File: src/rtl/irqfan_pkg.sv
package irqfan_pkg;
   localparam int OWN_BIT = 0;
   localparam int ALL_LSB = 1;
   function automatic int ovr_bit(input int n_cpu);
      return n_cpu + 1;
   endfunction
endpackage

File: src/rtl/irqfan_edge_sense.sv
module irqfan_edge_sense #(
   parameter int SYNC_STAGES = 2,
   parameter bit RISING      = 1'b1
) (
   input  logic clk,
   input  logic rst,
   input  logic async_in,
   output logic edge_hit
);
   if (SYNC_STAGES < 2) begin : g_bad_stages
      $error("SYNC_STAGES must be at least 2");
   end

   logic [SYNC_STAGES-1:0] chain;
   logic                   last_q;
   logic                   now_lvl;

   always_ff @(posedge clk) begin
      if (rst) begin
         chain  <= '0;
         last_q <= 1'b0;
      end else begin
         chain  <= {chain[SYNC_STAGES-2:0], async_in};
         last_q <= chain[SYNC_STAGES-1];
      end
   end

   assign now_lvl = chain[SYNC_STAGES-1];

   if (RISING) begin : g_rise
      assign edge_hit = now_lvl & ~last_q;
   end else begin : g_fall
      assign edge_hit = ~now_lvl & last_q;
   end

   // an edge lasts one cycle only
   assert_edge_single_R2: assert property (@(posedge clk) disable iff (rst)
      edge_hit |=> !edge_hit);
endmodule

File: src/rtl/irqfan_channel.sv
module irqfan_channel
   import irqfan_pkg::*;
#(
   parameter int NUM_CPU = 3,
   parameter int DATA_W  = 8
) (
   input  logic               clk,
   input  logic               rst,
   input  logic               start,
   input  logic               ovr_evt,
   input  logic               ack,
   input  logic [NUM_CPU-1:0] all_pend,
   output logic               pend,
   output logic               ovr,
   output logic [DATA_W-1:0]  rword
);
   always_ff @(posedge clk) begin
      if (rst) begin
         pend <= 1'b0;
         ovr  <= 1'b0;
      end else begin
         if (start)    pend <= 1'b1;
         else if (ack) pend <= 1'b0;
         if (ovr_evt)  ovr  <= 1'b1;
         else if (ack) ovr  <= 1'b0;
      end
   end

   always_comb begin
      rword                            = '0;
      rword[OWN_BIT]                   = pend;
      rword[ALL_LSB +: NUM_CPU]        = all_pend;
      rword[ovr_bit(NUM_CPU)]          = ovr;
   end

   assert_hold_until_ack_R5: assert property (@(posedge clk) disable iff (rst)
      pend && !ack |=> pend);
   assert_no_spurious_set_R6: assert property (@(posedge clk) disable iff (rst)
      !pend && !start |=> !pend);
   assert_overrun_sticky_R9: assert property (@(posedge clk) disable iff (rst)
      ovr && !ack |=> ovr);
endmodule

File: src/rtl/irqfan_round.sv
module irqfan_round #(
   parameter int NUM_CPU = 3
) (
   input  logic               clk,
   input  logic               rst,
   input  logic               edge_hit,
   input  logic [NUM_CPU-1:0] pend,
   input  logic [NUM_CPU-1:0] ack,
   output logic               start,
   output logic               ovr_evt,
   output logic               src_clear
);
   logic busy;
   logic last_ack;

   assign busy     = |pend;
   assign start    = edge_hit & ~busy;
   assign ovr_evt  = edge_hit & busy;
   assign last_ack = busy & ((pend & ~ack) == '0);

   always_ff @(posedge clk) begin
      if (rst) src_clear <= 1'b0;
      else     src_clear <= last_ack;
   end

   assert_clear_one_cycle_R7: assert property (@(posedge clk) disable iff (rst)
      src_clear |=> !src_clear);
   assert_clear_after_all_R7: assert property (@(posedge clk) disable iff (rst)
      src_clear |-> pend == '0);
   assert_round_sets_all_R2: assert property (@(posedge clk) disable iff (rst)
      $rose(busy) |-> &pend);
   assert_no_round_when_busy_R9: assert property (@(posedge clk) disable iff (rst)
      edge_hit && busy |=> $countones(pend) <= $countones($past(pend)));
endmodule

File: src/rtl/irq_fanout_hub.sv
module irq_fanout_hub
   import irqfan_pkg::*;
#(
   parameter int NUM_CPU     = 3,
   parameter int DATA_W      = 8,
   parameter int SYNC_STAGES = 2,
   parameter bit RISING      = 1'b1
) (
   input  logic                      clk,
   input  logic                      rst,
   input  logic                      irq_src,
   input  logic [NUM_CPU-1:0]        cpu_wr,
   input  logic [NUM_CPU-1:0]        cpu_wdata0,
   output logic [NUM_CPU*DATA_W-1:0] cpu_rdata,
   output logic [NUM_CPU-1:0]        cpu_irq,
   output logic                      src_clear
);
   localparam int FIELD_W = NUM_CPU + 2;

   if (NUM_CPU < 1) begin : g_bad_cpu
      $error("NUM_CPU must be at least 1");
   end
   if (DATA_W < FIELD_W) begin : g_bad_width
      $error("DATA_W too narrow for the read word");
   end

   logic               edge_hit;
   logic               start;
   logic               ovr_evt;
   logic [NUM_CPU-1:0] pend;
   logic [NUM_CPU-1:0] ovr;
   logic [NUM_CPU-1:0] ack;

   assign ack     = cpu_wr & cpu_wdata0;
   assign cpu_irq = pend;

   irqfan_edge_sense #(.SYNC_STAGES(SYNC_STAGES), .RISING(RISING)) u_edge (
      .clk(clk), .rst(rst), .async_in(irq_src), .edge_hit(edge_hit));

   irqfan_round #(.NUM_CPU(NUM_CPU)) u_round (
      .clk(clk), .rst(rst), .edge_hit(edge_hit), .pend(pend), .ack(ack),
      .start(start), .ovr_evt(ovr_evt), .src_clear(src_clear));

   for (genvar i = 0; i < NUM_CPU; i++) begin : g_chan
      irqfan_channel #(.NUM_CPU(NUM_CPU), .DATA_W(DATA_W)) u_chan (
         .clk(clk), .rst(rst), .start(start), .ovr_evt(ovr_evt),
         .ack(ack[i]), .all_pend(pend), .pend(pend[i]), .ovr(ovr[i]),
         .rword(cpu_rdata[i*DATA_W +: DATA_W]));
   end

   assert_reset_clears_R1: assert property (@(posedge clk)
      rst |=> (pend == '0) && (ovr == '0) && !src_clear);
endmodule

File: config.mk
export PLATFORM = sky130hd
export DESIGN_NAME = irq_fanout_hub
export DESIGN_NICKNAME = d
export VERILOG_FILES = /design/src/rtl/irqfan_pkg.sv /design/src/rtl/irqfan_edge_sense.sv /design/src/rtl/irqfan_channel.sv /design/src/rtl/irqfan_round.sv /design/src/rtl/irq_fanout_hub.sv
export SDC_FILE = /design/constraint.sdc
export NUM_CORES = 1
export LEC_CHECK = 0
export BUFFER_PORTS_ARGS = -buffer_cell sky130_fd_sc_hd__buf_2
export CAP_MARGIN = 20
export CORE_MARGIN = 10
export CORE_UTILIZATION = 39
export CTS_CLUSTER_SIZE = 20
export DETAILED_ROUTE_END_ITERATION = 8
export PLACE_DENSITY_LB_ADDON = 0.08
export SYNTH_ARGS = -nofsm -noshare
export SYNTH_HDL_FRONTEND = slang
export SYNTH_SLANG_ARGS = --single-unit
File: constraint.sdc
create_clock -name clk -period 1.2 [get_ports clk]
set_input_delay 0.06 -clock clk [delete_from_list [all_inputs] [get_ports clk]]
set_output_delay 0.06 -clock clk [all_outputs]
set_load 0.02 [all_outputs]
==> impl_metrics.csv, run 1 <==
group,metric,value,unit
critical_path,crit_family,"flip-flops",
critical_path,crit_start,"g_chan[2].u_chan.pend",
critical_path,endpoint_kind,"output pin",
synthesis,yosysMostFrequentCell,"buf_4",
grt,gr-max-usage-layer,"met2",
synthesis,yosys.area_share.simple,18.1,%
route,drtIter0Drc,0,
sta,finalHoldViolations,0,
sta,setup_viol_count_final,0,
sta,min_period_over_period,83.6,%
critical_path,reg2reg_slack,0.26,ns
floorplan,start_util,41.4,%
pwr,ir_drop,779,uV
grt,grt_util_met2,11.0,%
pwr,powerDensity,1320,nW/um^2
critical_path,cp.depth,1,
synthesis,ys_seq_elements,10,
critical_path,worstRegToRegCells,3,
critical_path,crit_slowest_cell,"dfxtp_1",
grt,use_met3,7.08,%
sta,min_period,1.00,ns
run,max_cap_violations,0,
critical_path,r2r_start,"g_chan[0].u_chan.pend",
placed_design,io_buffers,27,
clock_network,cts_resized,0,
floorplan,core,1300,um^2
synthesis,synth-edff-count,0,
sta,hold-worst-slack,0.0187,ns
synthesis,synth_fa_ha_area_share,0,%
layout,diodes,0,
synthesis,async_flop_share,0,%
synthesis,synth_compound_area_share,5.57,%
clock_network,cts.clk_slew.worst_paths,0.06,ns
sta,slew_viol_final,0,
route,via_per_inst,4.06,
synthesis,netlist_area,539,um^2
synthesis,yosys-top-cells-count,"buf_4 (27), dfxtp_1 (10), nand2_1 (10)",
grt,grt_pass1_vias,357,
layout,area_growth,-0.232,%
synthesis,ys_types,11,
run_status,outcome,"completed",
clock_network,postCtsSetupBuffers,0,
grt,antenna_found_initial,0,
grt,use_met1,5.49,%
route,wl,1.06,mm
critical_path,critPathKind,"reg -> out",
sta,max_freq,0.997,GHz
grt,grt_pass1_wl,1.73,mm
synthesis,synth_top_area_share,37.6,%
synthesis,syn_inst,63,
clock_network,clock_sinks,10,
floorplan,die-area,3270,um^2
synthesis,synth_top_family_by_area,"buffers and inverters",
clock_network,cts_root_buffer,"clkbuf_4",
critical_path,worstSetupStartpointType,"flop",
synthesis,seq_area_frac_synth,37.1,%
synthesis,yosysWarningCount,0,
critical_path,r2r-end,"g_chan[0].u_chan.ovr",
pwr,p_leak,0.000300,uW
layout,drive_gt1_share,42.5,%
clock_network,cts_hold_buf,0,
synthesis,synth.area.top_cells,"buf_4 (38%), dfxtp_1 (37%), nand2_1 (7.0%), a21oi_1 (5.6%), nor2b_1 (4.6%)",
floorplan,die_h,57.2,um
synthesis,synth_xor_area_share,0,%
route,firstDrtPassIters,1,
critical_path,crit_end,"cpu_rdata[19]",
placed_design,place_hpwl,901,um
route,drc,0,
critical_path,cpPeakStageDelay,0.46,ns
floorplan,die_w,57.2,um
grt,grt_usage,6.64,%
route,detail-route-antenna-nets,0,
floorplan,rows,13,
route,vias,357,
layout,fin_nets,84,
grt,grt_max_degree,11,
synthesis,synth_top_area_cell,"buf_4",
floorplan,pin_count,37,
clock_network,numCtsBuffers,3,
critical_path,crit_required,1.14,ns
clock_network,cts_tree,"yes",
synthesis,synth_ff_type,"dfxtp_1",
clock_network,cts.htree.levels,1,
clock_network,cts_buffer_depth,2,
synthesis,syn_area_per_cell,8.56,um^2
critical_path,path_cells,"buf_2",
grt,grt_overflow,0,
sta,fin_skew,0.00853,ns
min_path,hp-class,"in -> reg",
synthesis,synth_mux_area_share,0,%
critical_path,worst-path-buf-inv,1,
critical_path,crit_path_max_fanout,7,
sta,rsz0062_at_grt,"no",
critical_path,cp.arrival,0.94,ns
placed_design,gp_congestion,0.661,
route,wl_per_cell,12.0,um
sta,tns,0,ns
clock_network,clock_latency,0.26,ns
==> through the flow <==
| step | cell area (um^2) | util, % | worst slack [ns] | std cells | power, uW |
|---|---|---|---|---|---|
| final | 538 | 41.3 | 0.197 | 88 | 708 |
| after global routing | 538 | 41.3 | 0.126 | 88 | 759 |
| after CTS | 538 | 41.3 | 0.177 | 88 | 720 |
| after detailed placement | 515 | 39.6 | 0.250 | 85 | 499 |
| after global placement | 515 | 39.6 | 0.277 | 85 | 499 |
| after floorplan | 569 | - | 0.307 | 71 | 512 |
==> routing by layer <==
layer / share of wire, % / up-vias
li1: - / 183
met1: 35 / 148
met2: 47 / 24
met3: 17 / 2
met4: 0.66 / 0
met5: 0 / -
==> sequential cells by signal, summed over array words and instances (netlist names) <==
| signal | flops |
|---|---|
| g_chan.u_chan.ovr | 3 |
| g_chan.u_chan.pend | 3 |
| u_edge.chain | 2 |
| u_edge.last_q | 1 |
| u_round.src_clear | 1 |
==> cell families after synthesis <==
kind of cell	Yosys count
buf+inv	28
other cells	1
flops	10
compound gates	6
simple gates	18
==> report_power, final <==
group          switching [uW]  total (uW)  internal, uW
clock                     102         217           115
combinational            92.4         134          41.6
sequential               11.3         357           345
total                     205         708           502
==> final cells by class <==
class | instances | area [um^2]
fill | 144 | 763
multi-input combinational | 33 | 161
tap | 15 | 18.8
clock buffer | 3 | 22.5
sequential | 10 | 200
timing repair buffer | 27 | 135
==> worst min path at each step <==
stage	start	end	slack, ns	cells after the start
final	irq_src	u_edge.chain[0]	0.02	2
after detailed placement	irq_src	u_edge.chain[0]	0.28	2
after CTS	irq_src	u_edge.chain[0]	0.01	2
after floorplan	irq_src	u_edge.chain[0]	0.19	1
after global placement	irq_src	u_edge.chain[0]	0.28	2
after global routing	irq_src	u_edge.chain[0]	0.04	2
==> cell usage in the layout, fill, tap and decap left out, drive strengths merged <==
master / netlist / routed
nand2b: 1 / 1
clkbuf: 0 / 3
a21oi: 6 / 6
and4: 1 / 1
nor2: 1 / 1
nor3: 1 / 1
dfxtp: 10 / 10
buf: 28 / 27
nand2: 10 / 10
nor2b: 4 / 4
conb: 1 / 9
No activity file was read; power rests on OpenSTA's default activity.
==> run 2, diff against run 1 <==
--- a/config.mk
+++ b/config.mk
@@ -5,10 +5,11 @@
 export SDC_FILE = /design/constraint.sdc
 export NUM_CORES = 1
 export LEC_CHECK = 0
+export ABC_AREA = 1
 export BUFFER_PORTS_ARGS = -buffer_cell sky130_fd_sc_hd__buf_2
 export CAP_MARGIN = 20
 export CORE_MARGIN = 10
-export CORE_UTILIZATION = 39
+export CORE_UTILIZATION = 35
 export CTS_CLUSTER_SIZE = 20
 export DETAILED_ROUTE_END_ITERATION = 8
 export PLACE_DENSITY_LB_ADDON = 0.08
==> constraint.sdc (replaced) <==
create_clock -name clk -period 0.85 [get_ports clk]
set_input_delay 0.0425 -clock clk [delete_from_list [all_inputs] [get_ports clk]]
set_output_delay 0.0425 -clock clk [all_outputs]
set_load 0.02 [all_outputs]
==> run 2 against run 1 <==
  * The run now ends with negative setup slack left
  * Synthesized cell count grew 11%
  * Non-clock buffer count grew 6
  * Setup slack worse by 0.26 ns
  * Highest routed layer unchanged
  * Die area increased by 9.5%
==> impl_metrics.csv, run 2 <==
group,metric,value,unit
sta,slew_viol_final,0,
grt,grt_max_degree,11,
critical_path,crit_path_max_fanout,6,
floorplan,core,1510,um^2
run,max_cap_violations,0,
layout,final_area,737,um^2
clock_network,clock_sinks,10,
floorplan,rows,14,
layout,area_growth,32.7,%
placed_design,dpl_cell_area,556,um^2
synthesis,synth_ff_type,"dfxtp_1",
critical_path,crit_required,0.81,ns
synthesis,synth_top_area_share,36.5,%
sta,max_freq,1.10,GHz
layout,layout.cells.most_common,"buf_6",
synthesis,yosysMostFrequentCell,"buf_4",
critical_path,critPathKind,"reg -> out",
sta,worst_slack,-0.0619,ns
critical_path,reg2reg_slack,-0.04,ns
critical_path,worstRegToRegCells,5,
layout,reg_top3,"g_chan.u_chan.ovr (3), g_chan.u_chan.pend (3), u_edge.chain (2)",
layout,drive_gt1_share,57.0,%
clock_network,cts.clk_slew.worst_paths,0.06,ns
critical_path,worstSetupStartpointType,"flop",
synthesis,yosysWarningCount,0,
synthesis,syn_area_per_cell,7.94,um^2
grt,grt_usage,5.89,%
critical_path,path_cells,"buf_6 -> buf_6",
synthesis,netlist_area,556,um^2
critical_path,crit_start,"g_chan[0].u_chan.pend",
grt,antenna_found_initial,0,
critical_path,endpoint_kind,"output pin",
clock_network,clock_latency,0.26,ns
synthesis,ys_seq_elements,10,
grt,grt_overflow,0,
critical_path,r2r_start,"g_chan[2].u_chan.pend",
clock_network,cts_root_buffer,"clkbuf_4",
critical_path,cp.depth,2,
pwr,p_leak,0.000379,uW
synthesis,synth-edff-count,0,
synthesis,synth.area.top_cells,"buf_4 (36%), dfxtp_1 (36%), nand2_1 (7.4%), a21oi_1 (5.4%), nor2_1 (2.7%)",
floorplan,die-area,3580,um^2
critical_path,worst-path-buf-inv,2,
route,drc,0,
route,detail-route-antenna-nets,0,
critical_path,r2r-end,"g_chan[1].u_chan.ovr",
floorplan,pin_count,37,
synthesis,yosys-top-cells-count,"buf_4 (27), nand2_1 (11), dfxtp_1 (10)",
route,drtIter0Drc,4,
critical_path,cp.arrival,0.87,ns
clock_network,cts_tree,"yes",
sta,setup_viol_count_final,19,
clock_network,cts.htree.levels,1,
synthesis,seq_area_frac_synth,36.0,%
clock_network,numCtsBuffers,3,
sta,rsz0062_at_grt,"yes",
placed_design,place_hpwl,947,um
synthesis,ys_types,15,
critical_path,cpMostUsedCell,"buf_6",
critical_path,crit_end,"cpu_rdata[9]",
synthesis,synth_top_area_cell,"buf_4",
grt,grt_pass1_vias,376,
grt,grt_pass1_wl,1.61,mm
sta,min_period,0.912,ns
route,wl_per_cell,11.3,um
critical_path,cpPeakStageDelay,0.36,ns
route,via_per_inst,4.13,
layout,layout_common_cells,"buf_6 (18), buf_2 (12), nand2_1 (9), conb_1 (9), dfxtp_1 (7)",
route,firstDrtPassIters,2,
layout,fin_nets,97,
floorplan,die_h,59.8,um
route,vias,421,
placed_design,gp_congestion,0.745,
route,wl,1.16,mm
pwr,power,1100,uW
synthesis,async_flop_share,0,%
sta,fin_skew,0.00272,ns
critical_path,crit_family,"flip-flops",
synthesis,syn_inst,70,
critical_path,crit_slowest_cell,"dfxtp_2",
min_path,hold_depth,2,
floorplan,die_w,59.8,um
placed_design,io_buffers,27,
floorplan,start_util,36.9,%
min_path,hp-class,"in -> reg",
sta,min_period_over_period,107,%
pwr,powerDensity,1490,nW/um^2
clock_network,cts_buffer_depth,2,
run_status,outcome,"finished with violations",
run_status,violations,"negative setup slack",
sta,finalHoldViolations,0,
pwr,ir_drop,877,uV
layout,diodes,0,
==> run 2: cell families (layout without fill, tap and decap cells) <==
family                 count (synthesis)  after routing  synth area share (%)
AOI/OAI and AO/OA                      6              6                  5.41
DFF                                   10             10                  36.0
other                                  1              9                 0.675
buffers and inverters                 33             41                  40.8
and+or+nand+nor                       20             20                  17.1
==> run 2: worst reg2reg max path, stage by stage, from the launching register on <==
cell and delay (ns):
dfxtp_2 0.32, buf_6 0.11, nor2_4 0.12, nand2_2 0.09, nand2_4 0.08, a21oi_1 0.06
==> run 2: final cells by class <==
| type | instances | area (um^2) |
|---|---|---|
| fill | 151 | 769 |
| timing repair buffer | 33 | 288 |
| sequential | 10 | 204 |
| multi-input combinational | 35 | 184 |
| clock buffer | 3 | 22.5 |
| tap | 16 | 20.0 |
| inverter | 5 | 18.8 |
==> run 2: routing by layer <==
| metal | wire length (um) | GRT usage, % |
|---|---|---|
| met5 | 0 | 0 |
| met4 | 12 | 2.88 |
| met3 | 176 | 3.81 |
| met2 | 607 | 10.7 |
| met1 | 358 | 4.68 |
==> run 2: power breakdown <==
| part | internal (uW) | switching, uW |
|---|---|---|
| combinational | 121 | 168 |
| sequential | 489 | 9.29 |
| clock | 163 | 147 |
==> run 2: what timing repair did <==
| item | 4_1_cts | 5_1_grt |
|---|---|---|
| setup endpoints to repair | 15 | 22 |
| endpoints found under the hold margin | 1 | 0 |
| pin swaps | 0 | 3 |
| hold buffers | 1 | 0 |
| resized for setup | 35 | 8 |
| setup buffers | 2 | 0 |
==> run 2: worst min-delay path by stage <==
stage	startpoint	endpoint	slack, ns
5_1_grt	rst	g_chan[2].u_chan.ovr	0.09
3_3_place_gp	irq_src	u_edge.chain[0]	0.25
3_5_place_dp	irq_src	u_edge.chain[0]	0.25
6_report	rst	g_chan[0].u_chan.ovr	0.08
2_1_floorplan	irq_src	u_edge.chain[0]	0.15
4_1_cts	cpu_wdata0[2]	g_chan[2].u_chan.ovr	0.07
==> run 2: per-stage QoR <==
step	setup WS (ns)	setup TNS [ns]	instances	util (%)	hold slack, ns
2_1_floorplan	0.0502	0	78	-	0.149
3_3_place_gp	0.0509	0	96	36.9	0.253
3_5_place_dp	0.0578	0	96	36.9	0.252
4_1_cts	-0.0556	-0.848	102	47.0	0.0656
5_1_grt	-0.107	-1.68	102	48.9	0.0870
6_report	-0.0619	-0.741	102	48.9	0.0771
